## src/rtl/sdcmd_pkg.sv

```systemverilog
package sdcmd_pkg;

    // Sequencer states
    typedef enum logic [3:0] {
        ST_IDLE = 4'd0,
        ST_BLK  = 4'd1,
        ST_TMO  = 4'd2,
        ST_ARG  = 4'd3,
        ST_CLRN = 4'd4,
        ST_CLRE = 4'd5,
        ST_CMD  = 4'd6,
        ST_WAIT = 4'd7,
        ST_ACK  = 4'd8,
        ST_ERRC = 4'd9,
        ST_PASS = 4'd10,
        ST_FAIL = 4'd11
    } st_e;

    // Register select codes on the write port
    localparam logic [2:0] SEL_BLK  = 3'd0;
    localparam logic [2:0] SEL_TMO  = 3'd1;
    localparam logic [2:0] SEL_ARG  = 3'd2;
    localparam logic [2:0] SEL_NSTS = 3'd3;
    localparam logic [2:0] SEL_ESTS = 3'd4;
    localparam logic [2:0] SEL_CMD  = 3'd5;

    // Response flag codes (low byte of the command word)
    localparam logic [7:0] RSP_NONE = 8'h00;
    localparam logic [7:0] RSP_R1   = 8'h1A;
    localparam logic [7:0] RSP_R1B  = 8'h1B;
    localparam logic [7:0] RSP_R2   = 8'h09;
    localparam logic [7:0] RSP_R3   = 8'h02;
    localparam logic [7:0] RSP_R6   = 8'h1A;
    localparam logic [7:0] DAT_PRES = 8'h20;

    localparam int          CMD_WORD_W = 14;
    localparam logic [7:0]  TMO_CODE   = 8'h0E;
    localparam logic [15:0] STS_ALL    = 16'hFFFF;
    localparam logic [15:0] STS_CC     = 16'h0001;

endpackage

```

## src/rtl/sdcmd_frame.sv

```systemverilog
module sdcmd_frame
    import sdcmd_pkg::*;
(
    input  logic [31:0]           cmd_code,
    input  logic                  card_sd,
    output logic [CMD_WORD_W-1:0] word,
    output logic                  data_present
);

    logic [5:0]  idx;
    logic        app;
    logic [7:0]  flags;
    logic [31:0] framed;
    logic        unused_hi;

    assign idx = cmd_code[5:0];
    assign app = cmd_code[31];

    always_comb begin
        flags = RSP_R1;
        if (app) begin
            case (idx)
                6'd41:   flags = RSP_R3;
                6'd13:   flags = RSP_R1;
                6'd51:   flags = RSP_R1 | DAT_PRES;
                default: flags = RSP_R1;
            endcase
        end else begin
            case (idx)
                6'd0, 6'd4:   flags = RSP_NONE;
                6'd1:         flags = RSP_R3;
                6'd2, 6'd9:   flags = RSP_R2;
                6'd3:         flags = RSP_R6;
                6'd5:         flags = RSP_R1B;
                6'd6:         flags = card_sd ? (RSP_R1 | DAT_PRES) : RSP_R1B;
                6'd8:         flags = card_sd ? RSP_R1 : (RSP_R1 | DAT_PRES);
                6'd17, 6'd18,
                6'd19, 6'd21: flags = RSP_R1 | DAT_PRES;
                6'd7, 6'd10, 6'd11, 6'd12,
                6'd16, 6'd55: flags = RSP_R1;
                default:      flags = RSP_R1;
            endcase
        end
    end

    // Index shifted into the upper byte, then masked to the register width
    assign framed       = {cmd_code[23:0], 8'h00} | {24'h0, flags};
    assign word         = framed[CMD_WORD_W-1:0];
    assign data_present = word[5];
    assign unused_hi    = ^framed[31:CMD_WORD_W];

endmodule

```

## src/rtl/sdcmd_poll_timer.sv

```systemverilog
module sdcmd_poll_timer #(
    parameter int LIMIT = 32'h0080_0000
) (
    input  logic clk,
    input  logic rst_n,
    input  logic clr,
    input  logic tick,
    output logic expired
);

    localparam int            CW   = (LIMIT > 1) ? $clog2(LIMIT) : 1;
    localparam logic [CW-1:0] LAST = CW'(LIMIT - 1);

    logic [CW-1:0] cnt_d, cnt_q;

    always_comb begin
        cnt_d = cnt_q;
        if (clr) begin
            cnt_d = '0;
        end else if (tick) begin
            cnt_d = cnt_q + CW'(1);
        end
        expired = tick && (cnt_q == LAST);
    end

    always_ff @(posedge clk or negedge rst_n) begin
        if (!rst_n) begin
            cnt_q <= '0;
        end else begin
            cnt_q <= cnt_d;
        end
    end

endmodule

```

## src/rtl/sdcmd_issue.sv

```systemverilog
module sdcmd_issue
    import sdcmd_pkg::*;
#(
    parameter int POLL_LIMIT = 32'h0080_0000,
    parameter int BLK_W      = 16
) (
    input  logic             clk,
    input  logic             rst_n,
    input  logic             req_valid,
    input  logic [31:0]      req_cmd,
    input  logic [31:0]      req_arg,
    input  logic [BLK_W-1:0] req_blk_cnt,
    input  logic             req_card_sd,
    input  logic             inhibit_cmd,
    input  logic             inhibit_dat,
    input  logic             irq_err_sum,
    input  logic             irq_cmd_done,
    output logic             busy,
    output logic             wr_stb,
    output logic [2:0]       wr_sel,
    output logic [31:0]      wr_data,
    output logic             done,
    output logic             pass
);

    localparam int ARG_W = 32;

    typedef struct packed {
        st_e                   st;
        logic [CMD_WORD_W-1:0] word;
        logic                  dp;
        logic [BLK_W-1:0]      blk;
        logic [ARG_W-1:0]      arg;
    } ctx_t;

    ctx_t ctx_d, ctx_q;

    logic [CMD_WORD_W-1:0] frm_word;
    logic                  frm_dp;
    logic                  poll_tick, poll_clr, poll_expired;

    sdcmd_frame u_frame (
        .cmd_code     (req_cmd),
        .card_sd      (req_card_sd),
        .word         (frm_word),
        .data_present (frm_dp)
    );

    sdcmd_poll_timer #(.LIMIT(POLL_LIMIT)) u_poll (
        .clk     (clk),
        .rst_n   (rst_n),
        .clr     (poll_clr),
        .tick    (poll_tick),
        .expired (poll_expired)
    );

    always_comb begin
        ctx_d     = ctx_q;
        poll_tick = 1'b0;
        poll_clr  = 1'b0;
        wr_stb    = 1'b0;
        wr_sel    = SEL_BLK;
        wr_data   = '0;
        done      = 1'b0;
        pass      = 1'b0;
        busy      = (ctx_q.st != ST_IDLE);

        case (ctx_q.st)
            ST_IDLE: begin
                if (req_valid) begin
                    ctx_d.word = frm_word;
                    ctx_d.dp   = frm_dp;
                    ctx_d.blk  = req_blk_cnt;
                    ctx_d.arg  = req_arg;
                    ctx_d.st   = inhibit_cmd ? ST_FAIL : ST_BLK;
                end
            end
            ST_BLK: begin
                wr_stb   = 1'b1;
                wr_sel   = SEL_BLK;
                wr_data  = 32'(ctx_q.blk);
                ctx_d.st = ST_TMO;
            end
            ST_TMO: begin
                wr_stb   = 1'b1;
                wr_sel   = SEL_TMO;
                wr_data  = {24'h0, TMO_CODE};
                ctx_d.st = ST_ARG;
            end
            ST_ARG: begin
                wr_stb   = 1'b1;
                wr_sel   = SEL_ARG;
                wr_data  = ctx_q.arg;
                ctx_d.st = ST_CLRN;
            end
            ST_CLRN: begin
                wr_stb   = 1'b1;
                wr_sel   = SEL_NSTS;
                wr_data  = {16'h0, STS_ALL};
                ctx_d.st = ST_CLRE;
            end
            ST_CLRE: begin
                wr_stb   = 1'b1;
                wr_sel   = SEL_ESTS;
                wr_data  = {16'h0, STS_ALL};
                ctx_d.st = (inhibit_dat && ctx_q.dp) ? ST_FAIL : ST_CMD;
            end
            ST_CMD: begin
                wr_stb   = 1'b1;
                wr_sel   = SEL_CMD;
                wr_data  = {{(32-CMD_WORD_W){1'b0}}, ctx_q.word};
                poll_clr = 1'b1;
                ctx_d.st = ST_WAIT;
            end
            ST_WAIT: begin
                if (irq_err_sum) begin
                    ctx_d.st = ST_ERRC;
                end else if (irq_cmd_done) begin
                    ctx_d.st = ST_ACK;
                end else begin
                    poll_tick = 1'b1;
                    if (poll_expired) begin
                        ctx_d.st = ST_FAIL;
                    end
                end
            end
            ST_ACK: begin
                wr_stb   = 1'b1;
                wr_sel   = SEL_NSTS;
                wr_data  = {16'h0, STS_CC};
                ctx_d.st = ST_PASS;
            end
            ST_ERRC: begin
                wr_stb   = 1'b1;
                wr_sel   = SEL_ESTS;
                wr_data  = {16'h0, STS_ALL};
                ctx_d.st = ST_FAIL;
            end
            ST_PASS: begin
                done     = 1'b1;
                pass     = 1'b1;
                ctx_d.st = ST_IDLE;
            end
            ST_FAIL: begin
                done     = 1'b1;
                ctx_d.st = ST_IDLE;
            end
            default: ctx_d.st = ST_IDLE;
        endcase
    end

    always_ff @(posedge clk or negedge rst_n) begin
        if (!rst_n) begin
            ctx_q <= '0;
        end else begin
            ctx_q <= ctx_d;
        end
    end

endmodule

```

## config.mk

```make
export PLATFORM = sky130hd
export DESIGN_NAME = sdcmd_issue
export DESIGN_NICKNAME = d
export VERILOG_FILES = /design/src/rtl/sdcmd_pkg.sv /design/src/rtl/sdcmd_frame.sv /design/src/rtl/sdcmd_poll_timer.sv /design/src/rtl/sdcmd_issue.sv
export SDC_FILE = /design/constraint.sdc
export NUM_CORES = 1
export LEC_CHECK = 0
export ABC_AREA = 1
export BUFFER_PORTS_ARGS = -buffer_cell sky130_fd_sc_hd__buf_4
export CAP_MARGIN = 40
export CORE_UTILIZATION = 49
export DETAILED_ROUTE_END_ITERATION = 6
export GPL_TIMING_DRIVEN = 0
export PLACE_DENSITY = 0.74
export SLEW_MARGIN = 20
export SYNTH_ARGS = -nofsm -noshare
export SYNTH_HDL_FRONTEND = slang
export SYNTH_HIERARCHICAL = 1
export SYNTH_SLANG_ARGS = --single-unit
```

## constraint.sdc

```tcl
create_clock -name clk -period 1.75 [get_ports clk]
set_clock_uncertainty 0.15 [all_clocks]
set_input_delay 0.2625 -clock clk [delete_from_list [all_inputs] [get_ports clk]]
set_output_delay 0.2625 -clock clk [all_outputs]
set_load 0.03 [all_outputs]
```

==> results.sh <==
export IMPL_status="complete, but fails checks"
export IMPL_violations="setup timing"
export IMPL_grt_setup_unrepaired="true"
export IMPL_ir_drop_mv=1.628
export IMPL_endpoint_kind="output pin"
export IMPL_cts_buffer_depth=2
export IMPL_grt_first_pass_wirelength_um=25410
export IMPL_cts_inserted_buffers=9
export IMPL_syn_to_final_growth_pct=51.07
export IMPL_avgSynthCellArea_um2=7.469
export IMPL_synth_area_mm2=0.005094
export IMPL_gp_congestion=0.8979
export IMPL_grt_max_degree=59
export IMPL_yosysUniqueCellTypes=29
export IMPL_cts_tree="yes"
export IMPL_die_area_mm2=0.01081
export IMPL_drt_iter0_drc=431
export IMPL_grt_pass1_vias=5268
export IMPL_overflow=0
export IMPL_cp_max_fo=7
export IMPL_dp_slack_ns=-0.2470
export IMPL_ys_ff_latch=90
export IMPL_clock_power_share=0.129
export IMPL_drc_errors=0
export IMPL_setup_viol=128
export IMPL_p_comb_frac=0.614
export IMPL_p_int_uw=6857
export IMPL_slowest_stage="dfrtp_2"
export IMPL_clkSinkCount=90
export IMPL_drive_gt1_frac=0.3572
export IMPL_r2r_cells=14
export IMPL_r2r_slack_ns=-0.46
export IMPL_post_route_min_period_ns=2.253
export IMPL_io_buffers=101
export IMPL_core_area_mm2=0.009910
export IMPL_root_buffer="clkbuf_8"
export IMPL_final_core_util=0.7765
export IMPL_synth_area_top_cells="dfrtp_1, nand2_1, inv_1"
export IMPL_power_density_cell_area_mw_per_mm2=1649
export IMPL_p_seq_frac=0.257
export IMPL_worst_slack_ns=-0.5029
export IMPL_slowest_delay_ns=0.46
export IMPL_startpoint_type="flip-flop"
export IMPL_path_class="reg -> out"
export IMPL_maxCapViolations=0
export IMPL_clk_insertion_delay_late_ns=0.37
export IMPL_finalPower_uw=12690
export IMPL_io_pins=127
export IMPL_max_freq_ghz=0.4439
export IMPL_synth_top_area_share=0.4422
export IMPL_wl_per_cell_um=16.27
export IMPL_synth_area_leader_cell="dfrtp_1"
export IMPL_h_tree_depth=3
export IMPL_hold_viol_final=0
export IMPL_ant_nets=0
export IMPL_nFillCells=595
export IMPL_finalCritPeriodShare=1.287
export IMPL_worstPathCellList="buf_4 -> nand2_4 -> nor2_8 -> buf_4 -> nor2_1 -> nand4_1 -> buf_6"
export IMPL_leakagePower_uw=0.003915
export IMPL_vias=5458
export IMPL_num_rows=36
export IMPL_die_h_um=104.0
export IMPL_synth_warnings=6
export IMPL_hpwl_um=9280
export IMPL_wl_um=16710
export IMPL_antenna_found_initial=1
export IMPL_clkTransAtPathRegs_ns=0.10
export IMPL_startpoint="ctx_q[63]$_DFFE_PN0P_"
export IMPL_drv_slew=0
export IMPL_die_x_um=104.0
export IMPL_hold_class="in -> reg"
export IMPL_syn_inst=682
export IMPL_r2r_end="ctx_q[65]$_DFFE_PN0P_"
export IMPL_initial_core_util=0.5140
export IMPL_arrival_ns=1.84
export IMPL_netSwitchingFraction=0.4595
export IMPL_crit_end="wr_stb"
export IMPL_required_ns=1.34
export IMPL_cpMostUsedCell="buf_4"
export IMPL_drt_pass1_iterations=5
export IMPL_r2r_start="ctx_q[66]$_DFFE_PN0P_"
export IMPL_p_sw_uw=5829
export IMPL_ys_seq_area_frac=0.4422
export IMPL_fin_nets=977
export IMPL_hold_start="req_blk_cnt[10]"
export IMPL_grt_usage=0.2937
export IMPL_vias_per_cell=5.315
==> metal layers <==
metal | global-route usage | share of wire | up-vias
met5 | 0 | 0 | -
met4 | 0.1327 | 0.045 | 0
met3 | 0.05201 | 0.063 | 68
met2 | 0.5043 | 0.50 | 294
met1 | 0.3607 | 0.39 | 2570
li1 | - | - | 2526
==> synth_stat cells <==
cell,count
ha_1,1
nand3b_1,2
buf_4,12
a31oi_1,1
inv_1,100
nand2_1,180
inv_2,8
o21ai_0,47
nand3_1,28
o2111ai_1,1
o21ai_1,13
nor4b_2,1
nor2_2,15
buf_2,7
conb_1,1
nand4_1,20
nor3_1,1
nor2_8,1
a21oi_1,16
a31o_2,1
a21oi_2,16
buf_6,6
nand3_4,1
dfrtp_1,90
clkbuf_1,5
nand3_2,3
nand2_2,8
nor2_4,15
nor2_1,82
==> cells in the final DEF, fill, tap and decap left out, types with 9 or more instances in the layout <==
master	Yosys	layout
buf_6	6	64
nor2_4	15	38
a21oi_2	16	16
buf_4	12	101
inv_2	8	9
dfrtp_1	90	87
nand4_1	20	20
nand2_1	180	167
nand3_1	28	16
o21ai_1	13	15
nand2_4	0	9
a21oi_1	16	16
dlygate4sd3_1	0	42
nand2_2	8	12
inv_1	100	92
clkbuf_8	0	10
o21ai_0	47	40
nand3_2	3	14
nor2_1	82	66
==> power by group through the flow <==
stage | clock (uW) | combinational, uW | sequential (uW)
floorplan | 0 | 3640 | 3130
finish | 1640 | 7790 | 3260
global route | 1720 | 8230 | 3340
CTS | 1640 | 6820 | 3190
global placement | 0 | 5240 | 3200
detailed placement | 0 | 5370 | 3230
==> critical path: cells and delay by family (launching register included) <==
| family | cells | cell delay [ns] |
|---|---|---|
| flip-flops | 1 | 0.46 |
| AND/OR/NAND/NOR | 4 | 0.52 |
| buffers and inverters | 3 | 0.50 |
==> per-stage QoR <==
step	std cells	cell area [um^2]	hold slack, ns	setup TNS (ns)
final	1027	7695	0.007214	-37.09
after global placement	918	6038	0.3168	-4.386
after floorplan	684	5114	-0.1831	-0.009054
after global routing	1027	7695	0.01492	-49.22
after detailed placement	919	6066	0.09205	-5.784
after CTS	1013	7382	0.002353	-17.03
==> flip-flops by register name (all words and copies together) (netlist names) <==
name and flops:
u_poll/cnt_q 23, ctx_q 67
==> layout make-up <==
class                           instances  area, um^2  share of cell area
Antenna cell                            1       2.502           0.0003252
Buffer                                 30       246.5             0.03203
Clock buffer                            9       123.9             0.01610
Clock inverter                          7       98.84             0.01285
Inverter                              108       427.9             0.05561
Multi-Input combinational cell        456        2559              0.3325
Sequential cell                        90        2256              0.2932
Tap cell                              133       166.4             0.02163
Timing Repair Buffer                  193        1814              0.2358
==> cells by family (layout without fill, tap and decap cells) <==
group | after synthesis | after routing | share of synthesized area
adder cells (fa/ha/maj) | 1 | 1 | 0.002456
AO/OA/AOI/OAI | 95 | 95 | 0.1069
flip-flops | 90 | 90 | 0.4422
buffers and inverters | 138 | 347 | 0.1211
other | 1 | 4 | 0.0007362
AND/OR/NAND/NOR | 357 | 357 | 0.3267
==> worst min path at each step <==
stage | cells past startpoint | slack (ns) | end
after CTS | 3 | 0.002 | ctx_q[42]$_DFFE_PN0P_
final | 3 | 0.007 | ctx_q[42]$_DFFE_PN0P_
after global placement | 2 | 0.32 | ctx_q[41]$_DFFE_PN0P_
after global routing | 3 | 0.01 | ctx_q[7]$_DFFE_PN0P_
after floorplan | 0 | -0.18 | ctx_q[0]$_DFFE_PN0P_
after detailed placement | 1 | 0.09 | ctx_q[25]$_DFFE_PN0P_
==> timing repair <==
action,4_1_cts,5_1_grt
buffers inserted,33,12
pin swaps,24,23
hold buffers,41,1
gates cloned,4,1
gates resized for setup,115,57
endpoints found under the hold margin,72,1
setup endpoints to repair,62,128
(Power assumes the default switching activity.)
